## src/rtl/gpio_port_pkg.sv

```systemverilog
package gpio_port_pkg;

    localparam int unsigned ADDR_W = 3;

    typedef enum logic [1:0] {
        SRC_DOUT    = 2'd0,
        SRC_ADDR    = 2'd1,
        SRC_MCELL   = 2'd2,
        SRC_CHIPSEL = 2'd3
    } out_src_e;

    typedef enum logic [1:0] {
        IMC_DIRECT = 2'd0,
        IMC_LATCH  = 2'd1,
        IMC_EDGE   = 2'd2,
        IMC_PASS   = 2'd3
    } imc_mode_e;

    typedef enum logic [ADDR_W-1:0] {
        RA_DOUT  = 3'd0,
        RA_DIR   = 3'd1,
        RA_CTRL  = 3'd2,
        RA_MCELL = 3'd3,
        RA_PIN   = 3'd4,
        RA_IMC   = 3'd5
    } reg_addr_e;

    typedef enum logic {
        RB_IDLE  = 1'b0,
        RB_DRIVE = 1'b1
    } rb_state_e;

endpackage

```

## src/rtl/gpio_pin_outmux.sv

```systemverilog
module gpio_pin_outmux
    import gpio_port_pkg::*;
#(
    parameter bit HAS_CTRL = 1'b1
) (
    input  logic [1:0] cfg_src,
    input  logic       ctrl_bit,
    input  logic       dout_bit,
    input  logic       addr_bit,
    input  logic       mcell_bit,
    input  logic       cs_bit,
    input  logic       dir_bit,
    input  logic       pt_def,
    input  logic       pt_oe,
    output logic       pin_o,
    output logic       pin_oe
);

    out_src_e sel;

    generate
        if (HAS_CTRL) begin : g_ctrl
            always_comb begin
                if (ctrl_bit) begin
                    sel = SRC_ADDR;
                end else begin
                    sel = out_src_e'(cfg_src);
                end
            end
        end else begin : g_noctrl
            logic unused_ctrl;
            assign unused_ctrl = ctrl_bit;
            always_comb sel = out_src_e'(cfg_src);
        end
    endgenerate

    always_comb begin
        unique case (sel)
            SRC_DOUT:    pin_o = dout_bit;
            SRC_ADDR:    pin_o = addr_bit;
            SRC_MCELL:   pin_o = mcell_bit;
            SRC_CHIPSEL: pin_o = cs_bit;
        endcase
    end

    assign pin_oe = dir_bit | (pt_def & pt_oe);

endmodule

```

## src/rtl/gpio_in_macrocell.sv

```systemverilog
module gpio_in_macrocell
    import gpio_port_pkg::*;
(
    input  logic       clk,
    input  logic       rst_n,
    input  logic [1:0] mode,
    input  logic       clk_sel,
    input  logic       as_i,
    input  logic       pt_clk_i,
    input  logic       pin_i,
    output logic       imc_o
);

    imc_mode_e mode_e;
    logic      strobe;
    logic      strobe_prev;
    logic      cap_q;
    logic      rise;

    assign mode_e = imc_mode_e'(mode);
    assign strobe = clk_sel ? pt_clk_i : as_i;
    assign rise   = strobe & ~strobe_prev;

    always_ff @(posedge clk or negedge rst_n) begin
        if (!rst_n) begin
            strobe_prev <= 1'b0;
        end else begin
            strobe_prev <= strobe;
        end
    end

    always_ff @(posedge clk or negedge rst_n) begin
        if (!rst_n) begin
            cap_q <= 1'b0;
        end else begin
            unique case (mode_e)
                IMC_LATCH: if (strobe) cap_q <= pin_i;
                IMC_EDGE:  if (rise)   cap_q <= pin_i;
                IMC_DIRECT, IMC_PASS: cap_q <= cap_q;
            endcase
        end
    end

    always_comb begin
        unique case (mode_e)
            IMC_LATCH:            imc_o = strobe ? pin_i : cap_q;
            IMC_EDGE:             imc_o = cap_q;
            IMC_DIRECT, IMC_PASS: imc_o = pin_i;
        endcase
    end


    edge_hold_chk: assert property (@(posedge clk) disable iff (!rst_n)
        (mode_e == IMC_EDGE && !rise) |=> (mode_e != IMC_EDGE) || (imc_o == $past(imc_o)));

endmodule

```

## src/rtl/gpio_readback.sv

```systemverilog
module gpio_readback
    import gpio_port_pkg::*;
#(
    parameter int unsigned W = 8
) (
    input  logic              clk,
    input  logic              rst_n,
    input  logic              rd,
    input  logic [ADDR_W-1:0] addr,
    input  logic [W-1:0]      src_dout,
    input  logic [W-1:0]      src_dir,
    input  logic [W-1:0]      src_ctrl,
    input  logic [W-1:0]      src_mcell,
    input  logic [W-1:0]      src_pin,
    input  logic [W-1:0]      src_imc,
    output logic [W-1:0]      rdata,
    output logic              rdata_oe
);

    rb_state_e    state_q, state_d;
    logic [W-1:0] sel_data;
    logic [W-1:0] data_q;

    always_comb begin
        case (addr)
            RA_DOUT:  sel_data = src_dout;
            RA_DIR:   sel_data = src_dir;
            RA_CTRL:  sel_data = src_ctrl;
            RA_MCELL: sel_data = src_mcell;
            RA_PIN:   sel_data = src_pin;
            RA_IMC:   sel_data = src_imc;
            default:  sel_data = '0;
        endcase
    end

    always_comb begin
        unique case (state_q)
            RB_IDLE:  state_d = rd ? RB_DRIVE : RB_IDLE;
            RB_DRIVE: state_d = rd ? RB_DRIVE : RB_IDLE;
        endcase
    end

    always_ff @(posedge clk or negedge rst_n) begin
        if (!rst_n) begin
            state_q <= RB_IDLE;
            data_q  <= '0;
        end else begin
            state_q <= state_d;
            if (rd) begin
                data_q <= sel_data;
            end
        end
    end

    always_comb begin
        unique case (state_q)
            RB_IDLE: begin
                rdata_oe = 1'b0;
                rdata    = '0;
            end
            RB_DRIVE: begin
                rdata_oe = 1'b1;
                rdata    = data_q;
            end
        endcase
    end


    rb_idle_zero_chk: assert property (@(posedge clk) disable iff (!rst_n)
        !rdata_oe |-> (rdata == '0));


    rb_enter_chk: assert property (@(posedge clk) disable iff (!rst_n)
        rd |=> rdata_oe);


    rb_leave_chk: assert property (@(posedge clk) disable iff (!rst_n)
        !rd |=> !rdata_oe);

endmodule

```

## src/rtl/gpio_mux_port.sv

```systemverilog
module gpio_mux_port
    import gpio_port_pkg::*;
#(
    parameter int unsigned PINS     = 8,
    parameter bit          HAS_CTRL = 1'b1
) (
    input  logic                clk,
    input  logic                rst_n,
    input  logic [2*PINS-1:0]   cfg_src,
    input  logic [PINS-1:0]     cfg_pt_def,
    input  logic [2*PINS-1:0]   cfg_imc_mode,
    input  logic [PINS-1:0]     cfg_imc_clksel,
    input  logic                host_wr,
    input  logic                host_rd,
    input  logic [ADDR_W-1:0]   host_addr,
    input  logic [PINS-1:0]     host_wdata,
    output logic [PINS-1:0]     host_rdata,
    output logic                host_rdata_oe,
    input  logic [PINS-1:0]     addr_lat_i,
    input  logic [PINS-1:0]     mcell_i,
    input  logic [PINS-1:0]     chipsel_i,
    input  logic [PINS-1:0]     pt_oe_i,
    input  logic                as_i,
    input  logic [PINS-1:0]     pt_clk_i,
    input  logic [PINS-1:0]     pin_i,
    output logic [PINS-1:0]     pin_o,
    output logic [PINS-1:0]     pin_oe,
    output logic [PINS-1:0]     imc_o
);

    logic [PINS-1:0] dout_q;
    logic [PINS-1:0] dir_q;
    logic [PINS-1:0] ctrl_q;

    always_ff @(posedge clk or negedge rst_n) begin
        if (!rst_n) begin
            dout_q <= '0;
            dir_q  <= '0;
        end else if (host_wr) begin
            case (host_addr)
                RA_DOUT: dout_q <= host_wdata;
                RA_DIR:  dir_q  <= host_wdata;
                default: ;
            endcase
        end
    end

    generate
        if (HAS_CTRL) begin : g_ctrl_reg
            always_ff @(posedge clk or negedge rst_n) begin
                if (!rst_n) begin
                    ctrl_q <= '0;
                end else if (host_wr && host_addr == RA_CTRL) begin
                    ctrl_q <= host_wdata;
                end
            end
        end else begin : g_no_ctrl_reg
            assign ctrl_q = '0;
        end
    endgenerate

    for (genvar i = 0; i < PINS; i++) begin : g_pin
        gpio_pin_outmux #(
            .HAS_CTRL (HAS_CTRL)
        ) u_outmux (
            .cfg_src   (cfg_src[2*i +: 2]),
            .ctrl_bit  (ctrl_q[i]),
            .dout_bit  (dout_q[i]),
            .addr_bit  (addr_lat_i[i]),
            .mcell_bit (mcell_i[i]),
            .cs_bit    (chipsel_i[i]),
            .dir_bit   (dir_q[i]),
            .pt_def    (cfg_pt_def[i]),
            .pt_oe     (pt_oe_i[i]),
            .pin_o     (pin_o[i]),
            .pin_oe    (pin_oe[i])
        );

        gpio_in_macrocell u_imc (
            .clk      (clk),
            .rst_n    (rst_n),
            .mode     (cfg_imc_mode[2*i +: 2]),
            .clk_sel  (cfg_imc_clksel[i]),
            .as_i     (as_i),
            .pt_clk_i (pt_clk_i[i]),
            .pin_i    (pin_i[i]),
            .imc_o    (imc_o[i])
        );
    end

    gpio_readback #(
        .W (PINS)
    ) u_readback (
        .clk       (clk),
        .rst_n     (rst_n),
        .rd        (host_rd),
        .addr      (host_addr),
        .src_dout  (dout_q),
        .src_dir   (dir_q),
        .src_ctrl  (ctrl_q),
        .src_mcell (mcell_i),
        .src_pin   (pin_i),
        .src_imc   (imc_o),
        .rdata     (host_rdata),
        .rdata_oe  (host_rdata_oe)
    );


    dir_write_chk: assert property (@(posedge clk) disable iff (!rst_n)
        (host_wr && host_addr == RA_DIR) |=> (dir_q == $past(host_wdata)));


    dout_write_chk: assert property (@(posedge clk) disable iff (!rst_n)
        (host_wr && host_addr == RA_DOUT) |=> (dout_q == $past(host_wdata)));


    unmapped_write_chk: assert property (@(posedge clk) disable iff (!rst_n)
        (host_wr && host_addr > RA_CTRL) |=> ($stable(dout_q) && $stable(dir_q) && $stable(ctrl_q)));

endmodule

```

## config.mk

```make
export PLATFORM = sky130hd
export DESIGN_NAME = gpio_mux_port
export DESIGN_NICKNAME = d
export VERILOG_FILES = /design/src/rtl/gpio_port_pkg.sv /design/src/rtl/gpio_pin_outmux.sv /design/src/rtl/gpio_in_macrocell.sv /design/src/rtl/gpio_readback.sv /design/src/rtl/gpio_mux_port.sv
export SDC_FILE = /design/constraint.sdc
export NUM_CORES = 1
export LEC_CHECK = 0
export BUFFER_PORTS_ARGS = -buffer_cell sky130_fd_sc_hd__buf_2
export CORE_ASPECT_RATIO = 1.75
export CORE_UTILIZATION = 35
export CTS_BUF_LIST = sky130_fd_sc_hd__clkbuf_8
export DETAILED_ROUTE_END_ITERATION = 7
export HOLD_SLACK_MARGIN = 0.03
export PLACE_DENSITY = 0.71
export SYNTH_ARGS = -nofsm -noshare
export SYNTH_HDL_FRONTEND = slang
export SYNTH_SLANG_ARGS = --single-unit
```

## constraint.sdc

```tcl
create_clock -name clk -period 1.65 [get_ports clk]
set_clock_uncertainty 0.2 [all_clocks]
set_input_delay 0.165 -clock clk [delete_from_list [all_inputs] [get_ports clk]]
set_output_delay 0.165 -clock clk [all_outputs]
set_load 0.05 [all_outputs]
```

# --- Word level (Yosys, flattened, before mapping) ---
# Cells that the tools add are included.
totals:
  elab_cells: 219
  register_bits: 49
  out_inout_bits: 33
  inputBits: 112
classes:
  bitwise: 41
  n_mux: 60
  n_reduce_logical: 36
  eq_ne: 61
op_table:
  columns: ["cell", "n"]
  rows:
  - ["== test 2 bit, second input constant", 32]
  - ["one-hot mux 8 bit (6 select lines)", 1]
  - ["== test 2 x 1 -> 1 bit, second input constant", 16]
  - ["zero test 2 bit", 16]
  - ["one-hot mux 1 bit (4 select lines)", 8]
  - ["two-way mux 1 bit", 25]
  - ["one-hot mux 1 bit (3 select lines)", 8]
  - ["AND reduction 2 bit", 10]
  - ["one-hot mux 1 bit (2 select lines)", 9]
  - ["NOT 1 bit", 17]
  - ["bitwise AND 1 bit", 16]
  - ["two-way mux 2 bit", 8]
  - ["!= test 2 x 1 -> 1 bit, second input constant", 8]
  - ["one-hot mux 8 bit (2 select lines)", 1]
  - ["OR reduction 2 bit", 8]
  - ["OR 1 bit", 8]
  - ["== test 3 x 2 -> 1 bit, second input constant", 2]
  - ["== test 3 bit, second input constant", 2]
  - ["== test 3 x 1 -> 1 bit, second input constant", 1]
  - ["zero test 3 bit", 1]
  - ["logical AND 1 bit", 1]

# --- Depth between registers and ports, before layout ---
depth:
  ltp_word: 4
  mapped_depth: 7
  depth_no_buf: 6

# --- Modules after synthesis ---
# Synthesis repeated with hierarchy kept, for this count alone.
unflattened:
  hier_cells: 315
  hier_area_um2: 3437.0
by_module_without_submodules:
  columns: ["module", "instances", "seq_area_each_um2", "area_per_inst_um2", "cells_per_inst"]
  rows:
  - ["gpio_in_macrocell", 8, 50.0, 156.4, 14]
  - ["gpio_mux_port", 1, 600.6, 927.1, 53]
  - ["gpio_readback", 1, 225.2, 888.4, 94]
  - ["gpio_pin_outmux", 8, 0.0, 46.3, 7]

# --- Worst setup path before layout ---
# OpenSTA, ideal clock, no wires.
synth_path:
  path_kind: "input to register"
  start: "in host_addr[1]"
  end: "reg dout_q[0]"
  required_time_ps: 1325
  setup_time_ps: 125
  slack_ps: 38
  n_path_buf: 2
  cell_stages: 5
  arrival_ps: 1287
  cell_sequence: "buf_2 or2_2 buf_2 nor2_4 mux2_2"
synth_via:
  elab_chain_cells: 2
synth_rtl:
  columns: ["element", "line", "rtl"]
  rows:
  - ["from (decl)", "gpio_mux_port.sv:15", "input logic [ADDR_W-1:0] host_addr,"]
  - ["zero test 3 bit", "gpio_mux_port.sv:40", "case (host_addr)"]
  - ["AND reduction 2 bit (no source line)", null, null]
  - ["to (signal assigned)", "gpio_mux_port.sv:41", "RA_DOUT: dout_q <= host_wdata;"]
  - ["to (decl)", "gpio_mux_port.sv:31", "logic [PINS-1:0] dout_q;"]
# No other way between the ends.
# A chain may end at the register's enable or synchronous reset.

# --- Worst setup path after layout ---
layout_path:
  start: "reg dout_q[0]"
  end: "out pin_o[0]"
layout_via:
  elab_chain_cells: 1
layout_rtl:
  columns: ["element", "line", "rtl"]
  rows:
  - ["one-hot mux 1 bit (4 select lines)", "gpio_pin_outmux.sv:38", "unique case (sel)"]
  - ["to (decl)", "gpio_mux_port.sv:26", "output logic [PINS-1:0] pin_o,"]
# No other way between the ends.

==> run_results.csv <==
group,metric,value,unit
clocking,cts.sinks,49,
global_routing,grt_pass1_vias,3449,
global_routing,grt_pass1_wl,15600,um
synthesis,synthAdderAreaFrac,5.58,%
place,io_buffers,144,
power_and_ir_drop,p_leak,2.51,nW
synthesis,synth_top_cell_area_share,34.2,%
die,core,0.00991,mm^2
detailed_routing,drtAntennaViolNets,0,
sta,fin_ws,-0.0252,ns
power_and_ir_drop,p_comb_share,44.1,%
clocking,path_clk_slew,0.09,ns
worst_setup_path,critical_path_peak_fanout,2,
worst_setup_path,worst_setup_path_end_kind,"primary output",
global_routing,antenna_found_initial,0,
synthesis,syn_inst,372,
power_and_ir_drop,clock_power_share,16.6,%
finish,area_growth,39.7,%
flow_run,cap_viol_max_count,0,
synthesis,ys_top_cells_by_area,"dfrtp_1 34%, mux2_2 8.5%, mux2i_1 7.5%, ha_1 5.6%, o21ai_0 5.6%",
power_and_ir_drop,p_int,2.50,mW
worst_setup_path,critPathArrivalTime,1.31,ns
die,rows,48,
place,dp.final_hpwl,7760,um
synthesis,yosys_warnings,0,
global_routing,gr-usage-met1,19.0,%
sta,rsz0062_at_grt,"yes",
sta,period_share,102,%
synthesis,async_flop_share,100,%
min_path,hold_path.startpoint,"cfg_imc_mode[7]",
global_routing,grt_use_met2,36.9,%
synthesis,synth_top_family_by_area,"multiplexers",
finish,final_area,0.00501,mm^2
finish,antennaDiodeCount,0,
detailed_routing,initialDrtViolationCount,123,
synthesis,synth_mux_area_share,20.0,%
place,post_dp_cell_area,0.00441,mm^2
synthesis,synthSimpleGateAreaFrac,9.86,%
sta,slew_headroom,76.2,%
worst_setup_path,cpLargestDelayFamily,"flip-flops",
clocking,cts_tree,"yes",
die,die_y,136,um
detailed_routing,wl_per_cell,14.6,um
synthesis,ys_ff_latch,49,
worst_setup_path,worstPathCellList,"mux2i_1 -> nor2_1 -> a31oi_1 -> o21ai_1 -> buf_6",
finish,finish.utilization,50.6,%
worst_setup_path,slowest_delay,0.39,ns
synthesis,synth_compound_gate_area_share,19.8,%
synthesis,syn_area,0.00359,mm^2
global_routing,busiest_layer,"met2",
sta,setup_violations,3,
global_routing,grt-ovfl-total,0,
clocking,cts_buffers,5,
die,start_util,36.2,%
detailed_routing,vias,3360,
detailed_routing,viasPerCell,5.01,
clocking,cts_max_path_buffers,2,
clocking,root_buffer,"clkbuf_8",
sta,period_minus_slack,1.68,ns
detailed_routing,first_pass_iters,4,
power_and_ir_drop,seqPwrFrac,39.3,%
synthesis,syn_nets,500,
synthesis,synth_top_area_cell,"dfrtp_1",
die,dieArea,0.0107,mm^2
power_and_ir_drop,ir_drop,0.362,mV
die,die_w,78.6,um
die,io-pin-count,145,
worst_setup_path,startpoint_type,"flop",
synthesis,synth_edf_count,0,
detailed_routing,drc_errors,0,
clocking,htree_levels,2,
global_routing,grt_usage,18.6,%
worst_setup_path,cp.required,1.28,ns
place,gp_congestion,0.796,
global_routing,use_met3,2.55,%
sta,hold_viol_final,0,
synthesis,seq_area_frac_synth,34.2,%
worst_setup_path,path_buf_inv,1,
synthesis,synthFlopType,"dfrtp_1",
power_and_ir_drop,p_switching,1.50,mW
worst_setup_path,worstSetupPathType,"reg2out",
sta,fin_tns_setup,-0.0637,ns
min_path,holdCritPathClass,"in2reg",
detailed_routing,wl,9750,um
finish,fin_nets,672,
worst_setup_path,r2r-start,"dout_q[1]",
finish,drive_gt1_share,44.4,%
sta,fmaxAchievable,0.597,GHz
power_and_ir_drop,p_per_area,797,mW/mm^2
worst_setup_path,cp_slowest_cell,"dfrtp_1",
outcome,status,"finished, violations left",
sta,drv_slew,0,
power_and_ir_drop,total_power,4.00,mW
clocking,clk-insertion-delay-late,0.30,ns
synthesis,syn_area_per_cell,9.65,um^2
sta,tightest_slew,0.347,ns
finish,fillers,915,
global_routing,grt_max_degree,50,
synthesis,synth_cell_type_count,32,
synthesis,synthXorXnorAreaFrac,0,%
power_and_ir_drop,swShare,37.5,%
outcome,violations,"setup timing",
worst_setup_path,crit_path_start,"dout_q[0]",
place,dp_slack,-0.152,ns
## metrics by stage
step,std cells,hold slack [ns]
6_report,670,0.0869
5_1_grt,670,0.120
4_1_cts,669,0.0708
3_5_place_dp,628,-0.0206
3_3_place_gp,628,-0.0281
2_1_floorplan,372,-0.331
## registers in the layout, indices dropped and copies added, names as in the netlist
register                 count
u_readback.state_q           1
ctrl_q                       8
g_pin.u_imc.strobe_prev      8
dir_q                        8
dout_q                       8
u_readback.data_q            8
g_pin.u_imc.cap_q            8
## worst register-to-register path, cell delays in order, from the launching register on
cell	delay, ns
dfrtp_1	0.39
buf_4	0.14
mux2i_2	0.18
o32ai_2	0.11
o32a_1	0.35
o41a_1	0.11
## synthesized netlist by cell type, types with 4 or more instances
cell       n
mux2_4     5
o32a_1     5
mux2i_1   27
and2_1     8
o32ai_1    5
o41a_1     5
mux2_2    27
buf_4     25
a21o_1    16
nor2b_1    8
dfrtp_1   49
mux2i_2    5
a31oi_1    8
nand2b_1   6
nand3b_1   7
ha_1      16
buf_2      6
o21ai_0   40
a211oi_1   6
nand2_1    6
inv_1     39
a21oi_1   15
nor2_1    18
a211o_2    4
## path summary, 6_finish.rpt
path                       slack (ns)  cells past startpoint                    endpoint
min                              0.09                      4        g_pin[3].u_imc.cap_q
max in group asynchronous        0.81                      3          u_readback.state_q
min reg2reg                      0.30                      2        g_pin[4].u_imc.cap_q
max                             -0.03                      5                    pin_o[0]
max reg2reg                      0.07                      5        u_readback.data_q[1]
min in group asynchronous        0.17                      3  g_pin[5].u_imc.strobe_prev
## routing by layer
layer | share of wire [%] | vias up
met5 | 0 | -
met4 | 2.1 | 0
met3 | 3.5 | 15
met2 | 58 | 82
met1 | 36 | 1612
li1 | - | 1651
## cells in the final DEF, fill, tap and decap left out, types with 14 or more instances in the layout
| cell | count |
|---|---|
| a21o_1 | 16 |
| dfrtp_1 | 48 |
| nor2_1 | 18 |
| o21ai_0 | 25 |
| dlygate4sd3_1 | 26 |
| buf_2 | 127 |
| mux2_2 | 27 |
| buf_4 | 32 |
| mux2i_1 | 23 |
| inv_1 | 41 |
| o21ai_1 | 14 |
| a21oi_1 | 15 |
## layout make-up
class,instances,area [um^2],area share [%]
multi-input combinational,251,2110,42.1
timing repair buffer,198,1290,25.8
sequential,49,1230,24.5
tap,125,156,3.12
inverter,39,146,2.92
clock buffer,5,68.8,1.37
clock inverter,3,11.3,0.225
## power groups by stage
stage	Combinational, mW	Clock (mW)	Sequential [mW]
final	1.76	0.662	1.57
after floorplan	1.18	0	1.54
after detailed placement	1.50	0	1.60
after global routing	1.90	0.735	1.60
after CTS	1.70	0.690	1.57
after global placement	1.46	0	1.59
## repair_timing
item / 4_1_cts / 5_1_grt
endpoints found under the hold margin: 90 / 0
hold buffers: 26 / 0
gates resized for setup: 37 / 28
pin swaps: 1 / 5
endpoints found under the setup margin: 20 / 23
buffers inserted: 7 / 1
## kinds of logic after synthesis
logic type / Yosys count
buffers and inverters: 72
muxes: 64
AOI/OAI and AO/OA: 108
DFF: 49
and+or+nand+nor: 63
adders and majority gates: 16
(Power assumes the default switching activity.)
